### config.mk
export PLATFORM = sky130hd
export DESIGN_NAME = sub_reset_ctrl
export DESIGN_NICKNAME = d
export VERILOG_FILES = /design/src/rtl/sub_reset_pkg.sv /design/src/rtl/sub_reset_word.sv /design/src/rtl/sub_reset_wdog.sv /design/src/rtl/sub_reset_ctrl.sv
export SDC_FILE = /design/constraint.sdc
export NUM_CORES = 1
export LEC_CHECK = 0
export BUFFER_PORTS_ARGS = -buffer_cell sky130_fd_sc_hd__buf_2
export CORE_ASPECT_RATIO = 0.8
export CORE_UTILIZATION = 51
export CTS_BUF_LIST = sky130_fd_sc_hd__clkbuf_4 sky130_fd_sc_hd__clkbuf_8
export CTS_CLUSTER_SIZE = 25
export DETAILED_ROUTE_END_ITERATION = 16
export GPL_ROUTABILITY_DRIVEN = 0
export PLACE_DENSITY = 0.88
export SYNTH_ARGS = -nofsm -noshare
export SYNTH_HDL_FRONTEND = slang
export SYNTH_SLANG_ARGS = --single-unit
### constraint.sdc
create_clock -name clk -period 1.7 [get_ports clk]
set_clock_uncertainty 0.15 [all_clocks]
set_input_delay 0.255 -clock clk [delete_from_list [all_inputs] [get_ports clk]]
set_output_delay 0.255 -clock clk [all_outputs]
set_load 0.02 [all_outputs]
### src/rtl/sub_reset_pkg.sv
// Shared encodings for the subordinate reset controller.
// Assumes the control word keeps the control bit at 0, the status bit
// at 1 and the channel field starting at bit 2.
package sub_reset_pkg;

    typedef enum logic [1:0] {
        OP_LOAD = 2'd0,
        OP_SET  = 2'd1,
        OP_CLR  = 2'd2,
        OP_NOP  = 2'd3
    } wr_op_e;

    localparam int CTL_BIT  = 0;
    localparam int STAT_BIT = 1;
    localparam int CHAN_LSB = 2;

    // Next value of one host-writable bit under a given write operation.
    function automatic logic bit_next(input wr_op_e op, input logic cur, input logic d);
        case (op)
            OP_LOAD: bit_next = d;
            OP_SET:  bit_next = cur | d;
            OP_CLR:  bit_next = cur & ~d;
            default: bit_next = cur;
        endcase
    endfunction

endpackage

### src/rtl/sub_reset_word.sv
// Host-writable part of the control word: reset-control bit and channel
// field, one flop lane per bit, updated by load / set-mask / clear-mask.
// Also flags a release, which is a write that takes the control bit 1 -> 0.
// Assumes the status bit is owned elsewhere, so its write data is ignored.
module sub_reset_word
    import sub_reset_pkg::*;
#(
    parameter int CHAN_W = 3
) (
    input  logic              clk,
    input  logic              rst_n,
    input  logic              wr_valid,
    input  logic [1:0]        wr_op,
    input  logic [CHAN_W+1:0] wr_data,
    output logic              ctl_o,
    output logic [CHAN_W-1:0] chan_o,
    output logic              release_o
);
    localparam int REG_W = CHAN_W + 2;

    wr_op_e op;
    logic   ctl_next;
    logic   unused_stat_wr;

    assign op             = wr_op_e'(wr_op);
    assign unused_stat_wr = wr_data[STAT_BIT];

    // Next value of the control bit, used by its lane and by the release detect.
    always_comb begin
        ctl_next = ctl_o;
        if (wr_valid) ctl_next = bit_next(op, ctl_o, wr_data[CTL_BIT]);
    end

    // A release needs the control bit to fall on an actual write.
    assign release_o = wr_valid & ctl_o & ~ctl_next;

    for (genvar i = 0; i < REG_W; i++) begin : g_lane
        if (i == CTL_BIT) begin : g_ctl
            // Control lane: resets to 1 so the subordinate starts held.
            always_ff @(posedge clk) begin
                if (!rst_n) ctl_o <= 1'b1;
                else        ctl_o <= ctl_next;
            end
        end else if (i >= CHAN_LSB) begin : g_chan
            // Channel lane: resets to 0, changes only on a write.
            always_ff @(posedge clk) begin
                if (!rst_n)        chan_o[i-CHAN_LSB] <= 1'b0;
                else if (wr_valid) chan_o[i-CHAN_LSB] <= bit_next(op, chan_o[i-CHAN_LSB], wr_data[i]);
            end
        end
    end

endmodule

### src/rtl/sub_reset_wdog.sv
// Watchdog down-counter with a sticky trip flag and a one-cycle interrupt.
// Counts only while the reset line is low; a kick or a held line reloads it.
// On reaching zero without a kick it sets the trip flag and pulses irq.
// Assumes release_i arrives only while the line is high.
module sub_reset_wdog #(
    parameter int WDOG_W      = 16,
    parameter int WDOG_RELOAD = 1000
) (
    input  logic clk,
    input  logic rst_n,
    input  logic line_i,
    input  logic kick_i,
    input  logic release_i,
    output logic trip_o,
    output logic irq_o
);
    localparam logic [WDOG_W-1:0] RLD = WDOG_W'(WDOG_RELOAD);

    logic [WDOG_W-1:0] cnt_q;
    logic              expire;

    // Expiry: running, count at zero, and no kick arriving this cycle.
    assign expire = ~line_i & ~kick_i & (cnt_q == '0);

    // Counter: reload while held or kicked, otherwise count down.
    always_ff @(posedge clk) begin
        if (!rst_n)                          cnt_q <= RLD;
        else if (line_i || kick_i || expire) cnt_q <= RLD;
        else                                 cnt_q <= cnt_q - 1'b1;
    end

    // Trip flag: set on expiry, cleared only by an explicit host release.
    always_ff @(posedge clk) begin
        if (!rst_n)         trip_o <= 1'b0;
        else if (expire)    trip_o <= 1'b1;
        else if (release_i) trip_o <= 1'b0;
    end

    // Interrupt: high for the single cycle after each expiry edge.
    always_ff @(posedge clk) begin
        if (!rst_n) irq_o <= 1'b0;
        else        irq_o <= expire;
    end

endmodule

### src/rtl/sub_reset_ctrl.sv
// Reset controller for one subordinate processor. The host writes the
// control word; the subordinate reads it. The reset line is the host
// control bit OR the sticky watchdog trip, and the status bit reports it.
// Assumes a synchronous active-low reset and single-clock operation.
module sub_reset_ctrl
    import sub_reset_pkg::*;
#(
    parameter int CHAN_W      = 3,
    parameter int WDOG_W      = 16,
    parameter int WDOG_RELOAD = 1000
) (
    input  logic              clk,
    input  logic              rst_n,
    input  logic              wr_valid,
    input  logic [1:0]        wr_op,
    input  logic [CHAN_W+1:0] wr_data,
    input  logic              wdog_kick,
    output logic [CHAN_W+1:0] ctrl_rdata,
    output logic              sub_reset,
    output logic [CHAN_W-1:0] chan_sel,
    output logic              wdog_irq
);
    logic ctl;
    logic release_pulse;
    logic trip;

    sub_reset_word #(.CHAN_W(CHAN_W)) u_word (
        .clk       (clk),
        .rst_n     (rst_n),
        .wr_valid  (wr_valid),
        .wr_op     (wr_op),
        .wr_data   (wr_data),
        .ctl_o     (ctl),
        .chan_o    (chan_sel),
        .release_o (release_pulse)
    );

    sub_reset_wdog #(.WDOG_W(WDOG_W), .WDOG_RELOAD(WDOG_RELOAD)) u_wdog (
        .clk       (clk),
        .rst_n     (rst_n),
        .line_i    (sub_reset),
        .kick_i    (wdog_kick),
        .release_i (release_pulse),
        .trip_o    (trip),
        .irq_o     (wdog_irq)
    );

    // Reset line: held by the host bit or by a latched watchdog trip.
    assign sub_reset = ctl | trip;

    // Read view: channel field, live line state, host control bit.
    always_comb begin
        ctrl_rdata                           = '0;
        ctrl_rdata[CTL_BIT]                  = ctl;
        ctrl_rdata[STAT_BIT]                 = sub_reset;
        ctrl_rdata[CHAN_LSB +: CHAN_W]       = chan_sel;
    end

endmodule

; ---- After elaboration in Yosys (flattened, before gate mapping)
; Cells that the tools add are included.
[totals]
word_cells = 46
output_inout_bits = 10
inputBits = 11
reg_bits = 22
[classes]
n_eq_ne = 2
bitwise_logic = 21
mux = 7
reduce_logical = 8
add_sub_neg = 1
[ops]
columns = op, n
row1 = 16-bit zero test, 1
row2 = 16-bit by 1-bit subtractor with 16-bit output (second input constant), 1
row3 = 1-bit case mux with 3 select lines, 4
row4 = 1-bit bitwise AND, 8
row5 = 1-bit NOT, 8
row6 = 1-bit OR, 5
row7 = 1-bit 2-to-1 mux, 3
row8 = 3-bit nonzero test, 1
row9 = 2-bit by 1-bit == test with 1-bit output (second input constant), 1
row10 = 2-bit == test (second input constant), 1
row11 = 2-bit zero test, 1
row12 = 1-bit logical OR, 2
row13 = 2-bit AND reduction, 1
row14 = 2-bit nonzero test, 1
row15 = 2-bit OR reduction, 1

; ---- Logic depth before layout (Yosys ltp)
; Gate-level depths: netlist (run 1).
[depth]
ltp_word = 8
depth_mapped = 6

; ---- Cells and area by module
; A second synthesis (run 1) with hierarchy kept.
[hier_totals]
hier_cells = 122
area_unflattened_um2 = 1091.0
[by_module_without_submodules]
columns = module, n_inst, area_each_um2, cells_per_inst
row1 = sub_reset_wdog, 1, 758.2, 83
row2 = sub_reset_word, 1, 289.0, 33
row3 = sub_reset_ctrl, 1, 43.8, 6

; ---- Worst setup path after synthesis (run 1)
; OpenSTA, ideal clock, no wires.
[synth_path]
path_type = reg-to-reg
start = reg u_wdog.cnt_q[0]
end = reg u_wdog.cnt_q[3]
n_path_buf = 0
period_less_slack_ns = 1.834
stages_incl_launch_ff = 7
arrival_time_ns = 1.620
path_slack_ns = -0.134
setup_time_ns = 0.063
cell_sequence = dfxtp_1 -> inv_1 -> ha_1 -> or4b_4 -> nor4_4 -> a21oi_1 -> nand3_1
[synth_via]
elab_chain_cells = 4
elab_cells_between_ends = 5
cone_classes = 1 x add/sub / 1 x bitwise / 3 x reduce/logical
[synth_rtl]
columns = item, line_no
row1 = start: declaration, sub_reset_wdog.sv:19  ; logic [WDOG_W-1:0] cnt_q;
row2 = start signal: assignment, sub_reset_wdog.sv:29  ; else cnt_q <= cnt_q - 1'b1;
row3 = branches (longest 4 deep; another with 16-bit by 1-bit subtractor with 16-bit output), -
; Parallel ways; which one is timed is not known.
; A chain may end at the register's enable or synchronous reset.

; ---- Worst setup path after layout (run 1)
[layout_path]
start = reg u_wdog.cnt_q[0]
end = reg u_wdog.cnt_q[9]
; Same word-level chain as after synthesis.

==> summary.md, run 1 <==
| Metric | Value |
|---|---|
| Crit Reg-Reg Startpoint | `u_wdog.cnt_q[0]` |
| Wirelength per Cell | `roughly 14 um` |
| Kind of cell adding the most delay to the critical path | `simple AND/OR/NAND/NOR gates` |
| Yosys top cell area share | `about two fifths` |
| Cell Count Post-Placement | `187` |
| Slowest stage cell, crit path | `dfxtp_2` |
| Via total after detailed routing | `about 1,000` |
| Die area | `2440 um2` |
| Static Leak | `around 0.69 nW` |
| Clock Path Buffers | `2` |
| Worst setup path startpoint | `u_wdog.cnt_q[0]` |
| Count of filler cells inserted in the layout | `131` |
| Capturing instance or port of the critical path | `u_wdog.cnt_q[9]` |
| Tmin final | `1760 ps` |
| Count of placed standard cells in the final layout, fillers left out | `196` |
| Crit path setup slack, layout | `-63.0 ps` |
| Wire length on met1 | `between 1000 and 1500 um` |
| Arrival time reported for the critical path endpoint | `about 1800 ps` |
| Total power draw | `~0.93 mW` |
| Highest signal layer in the routed design | `met4` |
| CP required | `roughly 1800 ps` |
| Logic depth of the worst setup path including buffers | `8` |
| Cell types occupying the most area after synthesis | `dfxtp_1, xnor2_1, nor2_1` |
| Mapped cell area | `around 1100 um2` |
| DR vias/cell | `between 5 and 6` |
| Hold-fix buffer count after cts | `0` |
| DP HPWL | `around 2000 um` |
| Clock transition at path regs | `120 ps` |
| Pwr dens | `~600 nW/um2` |
| Remaining DRCs | `0` |
| Hold violation count in the final report | `0` |
| Actual transition at the worst max-transition pin | `around 350 ps` |
| CTS tree | `yes` |
| Leading area contributor after synthesis | `dfxtp_1` |
| CP startpoint kind | `flop` |
| Hold Startpoint | `wdog_kick` |
| Setup violation total in the final timing report | `11` |
| Instance count of the mapped netlist | `between 100 and 150` |
| Critical path cell sequence | `inv_2 > ha_4 > nor4b_2 > buf_4 > nand4_1 > nand2_2 > buf_12 > or3_1` |
| Mapped Avg Cell Area | `around 8.9 um2` |
| Proportion of synthesized chip area in sequential cells | `a little under two fifths` |
| Cell at the root of the clock tree | `clkbuf_4` |
| Number of antenna violations at the first check in global routing | `0` |
| Number of register bits inferred by synthesis | `22` |
| Cell count of the worst reg-to-reg path | `8` |
| Gr ovfl total | `0` |
| Count of buffer and inverter cells on the critical path | `3` |
| Classification of the worst-slack hold path | `in2reg` |
| Latest clock arrival within the worst-skew pair | `just over 300 ps` |
| Period utilisation layout | `104%` |
| Port buffer count | `19` |
| Growth of design area from synthesis to finish | `37.6%` |
| Number of rows created at floorplan | `14` |
| Detailed Routing Iterations Pass 1 | `4` |
| Library cells used by synthesis | `37` |
| Synth Net Count | `145` |
| End of the worst register-to-register path | `u_wdog.cnt_q[9]` |
| Total of warnings raised by yosys | `0` |
| Pre-CTS setup slack | `-184 ps` |
| Max-slew headroom at the worst pin | `between 70% and 80%` |
| Endpoint class of the critical path | `flop` |
| Initial DRC Count | `35` |
| Fraction of layout instances using a drive strength above 1 | `43.6%` |
| Reg2Reg Setup Slack | `-60 ps` |
| Die Y | `44.4 um` |
| Starting utilization of the core area | `a little under three fifths` |
| Top achievable clock speed | `567 MHz` |
| Sink Count | `22` |
| Core Box Area | `2000 um2` |
| Maximum number of pins on one net before global-route repair | `12` |
| TritonCTS buffer count | `3` |
| Final Util | `79.1%` |
| Wire length of the first global-routing pass | `about 4200 um` |
| Largest fanout of any net on the critical path | `7` |
| Nets | `between 150 and 200` |
| CTS H-tree lvls | `1` |
| Die boundary width | `~55 um` |
| Category of the most critical setup path | `reg2reg` |
| Worst-case vdd ir drop | `0.535 mV` |
| Max-capacitance violation count | `0` |
| Number of max-slew violations in the final report | `0` |
| Highest cell delay on the worst timing path | `370 ps` |
| Violated checks | `negative setup slack` |
| Met2 wirelength from detailed routing | `~1400 um` |
| GRT Overall Usage | `between 20% and 30%` |
| Routed WL | `2730 um` |
| Diode insertion count for antenna repair | `0` |
| Vias in the first global route | `just under 1,000` |
| I/O pin total | `21` |
| ANT nets after route | `0` |
| Total met3 wirelength after detailed routing | `roughly 110 um` |
| RSZ-0062 raised after global routing | `true` |
| Result of the run | `finished, violations left` |
-- sequential cells by signal, indices dropped and copies added (netlist names) --
signal / flops
u_word.chan_o: 3
u_wdog.trip_o: 1
u_wdog.irq_o: 1
u_word.ctl_o: 1
u_wdog.cnt_q: 16
-- what timing repair did --
action | CTS | global route
resized for setup | 11 | 6
pin swaps | 3 | 4
setup endpoints to repair | 11 | 16
buffers inserted | 3 | 3
-- power breakdown --
| part | leakage, nW | switching [mW] | internal, mW |
|---|---|---|---|
| sequential | 0.179 | 0.00686 | 0.525 |
| combinational | 0.500 | 0.0841 | 0.0770 |
| clock | 0.0138 | 0.152 | 0.0828 |
| total | 0.693 | 0.243 | 0.685 |
-- how the worst min path moves through the flow --
stage | cells after the start | end | slack, ps
6_report | 3 | u_wdog.irq_o | 80
5_1_grt | 3 | u_wdog.irq_o | 90
4_1_cts | 3 | u_wdog.irq_o | 80
3_5_place_dp | 1 | u_wdog.cnt_q[0] | 300
3_3_place_gp | 1 | u_wdog.cnt_q[0] | 290
2_1_floorplan | 1 | u_word.ctl_o | 180
-- layer usage --
metal	global-route usage, %	up-vias
met3	6.19	4
met2	44.1	23
met5	0	-
met1	29.1	474
met4	6.50	0
li1	-	539
-- stage by stage --
step | hold slack (ps) | TNS [ps] | instance area (um2)
2_1_floorplan | 184 | -72.6 | 1190
3_3_place_gp | 287 | -531 | 1430
3_5_place_dp | 301 | -1010 | 1430
4_1_cts | 80.8 | -352 | 1520
5_1_grt | 90.7 | -1540 | 1580
6_report | 83.0 | -375 | 1580
-- worst reg2reg max path: stages, from the launching register on --
cell and delay (ps):
dfxtp_2 370, inv_2 50, ha_4 160, nor4b_2 160
buf_4 140, nand4_1 120, nand2_2 80, buf_12 140
or3_1 300
-- cell usage after synthesis (all sizes together) --
cell / count
o31ai: 1
or3b: 1
nor3b: 1
nand2: 10
a21o: 3
a21boi: 1
or3: 2
nand2b: 1
or4: 3
nand3: 2
nor3: 3
nand4: 2
mux2i: 1
nor2b: 2
dfxtp: 22
buf: 6
clkbuf: 1
or2: 2
o211a: 3
inv: 8
nor2: 17
or4b: 1
o21ai: 1
xor2: 1
nor4: 8
ha: 5
a31o: 1
xnor2: 9
o221ai: 1
a21oi: 8
nor4b: 2
-- cell families (layout without fill, tap and decap cells) --
logic type               Yosys count  after routing  synth area share (%)
AO/OA/AOI/OAI                     19             19                  11.3
buffers and inverters             15             58                  7.20
flip-flops                        22             22                  38.4
multiplexers                       1              1                 0.872
XOR/XNOR                          10             10                  7.63
AND/OR/NAND/NOR                   57             57                  29.1
adder cells (fa/ha/maj)            5              5                  5.45
-- cell usage in the layout, fill, tap and decap left out, types with 2 or more instances in the layout --
cell type and n:
buf_4 26, buf_2 19, dfxtp_1 19, nor2_1 16, nand2_1 9, xnor2_1 9
a21oi_1 7, inv_1 6, nor4_4 4, ha_1 4, a21o_1 3, o211a_1 3
clkbuf_4 3, dfxtp_2 3, inv_2 2, nor2b_1 2, nor3_1 2, nand3_1 2
nor4_1 2, nand4_1 2, or4_4 2, or3_1 2, nor4_2 2
-- layout make-up --
cell class	count	area, um2	share of cell area [%]
clock buffer	3	22.5	1.43
inverter	8	30.0	1.90
multi-input combinational	92	731	46.3
sequential	22	444	28.1
tap	24	30.0	1.90
timing repair buffer	47	322	20.4
(Power assumes the default switching activity.)
==> run 2: changes to the inputs <==
--- a/config.mk
+++ b/config.mk
@@ -7,12 +7,13 @@
 export LEC_CHECK = 0
 export BUFFER_PORTS_ARGS = -buffer_cell sky130_fd_sc_hd__buf_2
 export CORE_ASPECT_RATIO = 0.8
-export CORE_UTILIZATION = 51
+export CORE_UTILIZATION = 50
 export CTS_BUF_LIST = sky130_fd_sc_hd__clkbuf_4 sky130_fd_sc_hd__clkbuf_8
 export CTS_CLUSTER_SIZE = 25
 export DETAILED_ROUTE_END_ITERATION = 16
 export GPL_ROUTABILITY_DRIVEN = 0
-export PLACE_DENSITY = 0.88
+export PLACE_DENSITY = 0.84
 export SYNTH_ARGS = -nofsm -noshare
 export SYNTH_HDL_FRONTEND = slang
+export SYNTH_HIERARCHICAL = 1
 export SYNTH_SLANG_ARGS = --single-unit
==> constraint.sdc (replaced) <==
create_clock -name clk -period 1.75 [get_ports clk]
set_clock_uncertainty 0.15 [all_clocks]
set_input_delay 0.2625 -clock clk [delete_from_list [all_inputs] [get_ports clk]]
set_output_delay 0.2625 -clock clk [all_outputs]
set_load 0.02 [all_outputs]
==> summary.md, run 2 <==
| Metric | Value |
|---|---|
| Final Util | `80.5% (was 79.1%)` |
| Fraction of layout instances using a drive strength above 1 | `49.1% (was 43.6%)` |
| CP startpoint kind | `flop (unchanged)` |
| Placed standard-cell area | `1310 um2 (was 1430 um2)` |
| Classification of the worst-slack hold path | `in2reg (unchanged)` |
| Wirelength per Cell | `18.3 um (was 13.9 um)` |
| Initial DRC Count | `39 (was 35)` |
| TritonCTS buffer count | `3 (unchanged)` |
| Sink Count | `22 (unchanged)` |
| Static Leak | `0.641 nW (was 0.693 nW)` |
| Post-synth EDFFs | `0 (unchanged)` |
| Library cells used by synthesis | `38 (was 37)` |
| Latest clock arrival within the worst-skew pair | `300 ps (was 310 ps)` |
| Total power draw | `0.939 mW (was 0.928 mW)` |
| Largest regs | `u_wdog/cnt_q x16, u_word/chan_o x3 (was u_wdog.cnt_q x16, u_word.chan_o x3)` |
| Period utilisation layout | `115% (was 104%)` |
| Final instance area | `1580 um2 (about the same)` |
| Clock transition at path regs | `120 ps (about the same)` |
| Instance count of the mapped netlist | `122 (was 129)` |
| Most frequently used flop master after synthesis | `dfxtp_1 (unchanged)` |
| Growth of design area from synthesis to finish | `44.8% (was 37.6%)` |
| Wire length of the first global-routing pass | `4050 um (was 4220 um)` |
| Port buffer count | `19 (unchanged)` |
| Most common cell in the synthesized netlist | `dfxtp_1 (unchanged)` |
| Core Box Area | `1960 um2 (was 2000 um2)` |
| Arrival time reported for the critical path endpoint | `2100 ps (was 1820 ps)` |
| DR vias/cell | `6.03 (was 5.31)` |
| Vias in the first global route | `987 (was 976)` |
| Leading area contributor after synthesis | `dfxtp_1 (unchanged)` |
| Hold violation count in the final report | `0 (unchanged)` |
| CP required | `1840 ps (was 1760 ps)` |
| Max-slew headroom at the worst pin | `72.9% (was 76.3%)` |
| Maximum number of pins on one net before global-route repair | `13 (was 12)` |
| Count of filler cells inserted in the layout | `101 (was 131)` |
| CTS tree | `yes (unchanged)` |
| ANT nets after route | `0 (unchanged)` |
| I/O pin total | `21 (unchanged)` |
| Detailed Routing Iterations Pass 1 | `4 (unchanged)` |
| Category of the most critical setup path | `reg2reg (unchanged)` |
| Slowest stage cell, crit path | `or4_4 (was dfxtp_2)` |
| Mapped Avg Cell Area | `8.94 um2 (was 8.89 um2)` |
| Via total after detailed routing | `1,127 (was 1,040)` |
| Hold-fix buffer count after cts | `0 (unchanged)` |
| Number of rows created at floorplan | `14 (unchanged)` |
| Most frequent cells in the layout | `buf_2, dfxtp_1, buf_4 (was buf_4, buf_2, dfxtp_1)` |
| Cell types occupying the most area after synthesis | `dfxtp_1, ha_1, nor2_1 (was dfxtp_1, xnor2_1, nor2_1)` |
| Cell with the most instances on the worst path | `or4_4` |
| Final total negative setup slack | `-1860 ps (was -375 ps)` |
| Nets | `180 (was 190)` |
| Result of the run | `finished, violations left (unchanged)` |
| Mapped cell area | `1090 um2 (was 1150 um2)` |
| GRT Overall Usage | `23.8% (was 24.7%)` |
| Crit path setup slack, layout | `-258 ps (was -63.0 ps)` |
| Commonest cells in the synthesized netlist | `dfxtp_1, nor2_1, nand2_1 (unchanged)` |
| Die Y | `43.8 um (was 44.4 um)` |
| Gr ovfl total | `0 (unchanged)` |
| Endpoint class of the critical path | `flop (unchanged)` |
| Post-synthesis async set-or-reset flop share | `0% (unchanged)` |
| Number of register bits inferred by synthesis | `22 (unchanged)` |
| Worst-case vdd ir drop | `0.427 mV (was 0.535 mV)` |
| Largest Register | `u_wdog/cnt_q (was u_wdog.cnt_q)` |
| Critical path cell sequence | `or4_4 > or3_4 > or4_4 > a21oi_2 (was inv_2 > ha_4 > nor4b_2 > buf_4 > nand4_1 > nand2_2 > buf_12 > or3_1)` |
| Setup violation total in the final timing report | `16 (was 11)` |
| Largest fanout of any net on the critical path | `3 (was 7)` |
| Number of flip-flops in the largest register | `16 (unchanged)` |
| Remaining DRCs | `0 (unchanged)` |
| Proportion of synthesized chip area in sequential cells | `40.4% (was 38.4%)` |
| Pwr dens | `595 nW/um2 (was 588 nW/um2)` |
| Routed WL | `3430 um (was 2730 um)` |
| Top achievable clock speed | `498 MHz (was 567 MHz)` |
| Total of warnings raised by yosys | `6 (was 0)` |
| DP HPWL | `1850 um (was 2010 um)` |
| Max-capacitance violation count | `0 (unchanged)` |
| CTS H-tree lvls | `1 (unchanged)` |
| Tmin final | `2010 ps (was 1760 ps)` |
| Actual transition at the worst max-transition pin | `404 ps (was 352 ps)` |
| RSZ-0062 raised after global routing | `true (unchanged)` |
| Highest cell delay on the worst timing path | `530 ps (was 370 ps)` |
| Die boundary width | `54.2 um (was 55.0 um)` |
| Diode insertion count for antenna repair | `0 (unchanged)` |
| Synth Net Count | `138 (was 145)` |
| Number of antenna violations at the first check in global routing | `0 (unchanged)` |
| Cell at the root of the clock tree | `clkbuf_4 (unchanged)` |
| Violated checks | `negative setup slack (unchanged)` |
| Yosys top cell area share | `40.4% (was 38.4%)` |
| Number of max-slew violations in the final report | `0 (unchanged)` |
| Die area | `2370 um2 (was 2440 um2)` |
| Pre-CTS setup slack | `-253 ps (was -184 ps)` |
| Starting utilization of the core area | `55.6% (was 57.5%)` |
| Clock Path Buffers | `2 (unchanged)` |
run 2: cell types whose count changed after synthesis, sizes merged, moves of 4 or more:
cell,previous run,this run
nor4,8,4
nor2,17,12
xnor2,9,5
nor2b,2,6
run 2: kinds of logic (layout without fill, tap and decap cells):
group | after synthesis | after routing | synth area share, %
AND/OR/NAND/NOR | 51 | 51 | 26.3
XOR/XNOR | 9 | 9 | 7.22
AO/OA/AOI/OAI | 22 | 22 | 14.1
adder cells (fa/ha/maj) | 5 | 5 | 5.73
flip-flops | 22 | 22 | 40.4
buffers and inverters | 13 | 54 | 6.31
run 2: worst max-delay path, delay by kind of cell (launching register included):
family / cells / cell delay, ps
AOI/OAI and AO/OA: 1 / 140
DFF: 1 / 340
and+or+nand+nor: 3 / 1310
run 2: where the power goes:
group	switching (mW)	total, mW	leakage, nW	internal [mW]
registers	0.00753	0.518	0.179	0.510
clock network	0.146	0.273	0.0210	0.127
logic	0.0817	0.149	0.441	0.0673
total	0.235	0.939	0.641	0.704
run 2: cell type report:
type / instances / area (um2) / share of cell area, %
timing repair buffer: 43 / 310 / 19.6
clock buffer: 4 / 36.3 / 2.30
tap: 24 / 30.0 / 1.90
inverter: 7 / 28.8 / 1.82
sequential: 22 / 444 / 28.1
multi-input combinational: 87 / 731 / 46.2
run 2: path summary, 6_finish.rpt:
path / from / end / slack (ps) / depth (start not counted)
worst min-delay path: rst_n / u_word/ctl_o / 30 / 2
worst min register to register: u_wdog/cnt_q[0] / u_wdog/cnt_q[0] / 370 / 2
worst max register to register: u_wdog/cnt_q[1] / u_wdog/cnt_q[13] / -260 / 4
worst max-delay path: u_wdog/cnt_q[1] / u_wdog/cnt_q[13] / -260 / 4
run 2: repair_timing:
item | in CTS | in global routing
buffers inserted | 1 | 4
pin swaps | 1 | 7
gates cloned | 0 | 1
resized for setup | 6 | 36
hold endpoints to repair | 0 | 0
setup endpoints to repair | 17 | 18
run 2: per-layer routing:
metal | vias to the layer above | global-route usage, % | wire (um)
li1 | 504 | - | -
met1 | 533 | 28.1 | 1460
met2 | 76 | 38.8 | 1670
met3 | 14 | 5.61 | 206
met4 | 0 | 13.3 | 97
met5 | - | 0 | 0
run 2: through the flow:
stage / instances / hold slack, ps
after floorplan: 122 / 191
after global placement: 177 / 320
after detailed placement: 177 / 329
after CTS: 182 / 21.2
after global routing: 187 / 29.2
final: 187 / 34.0
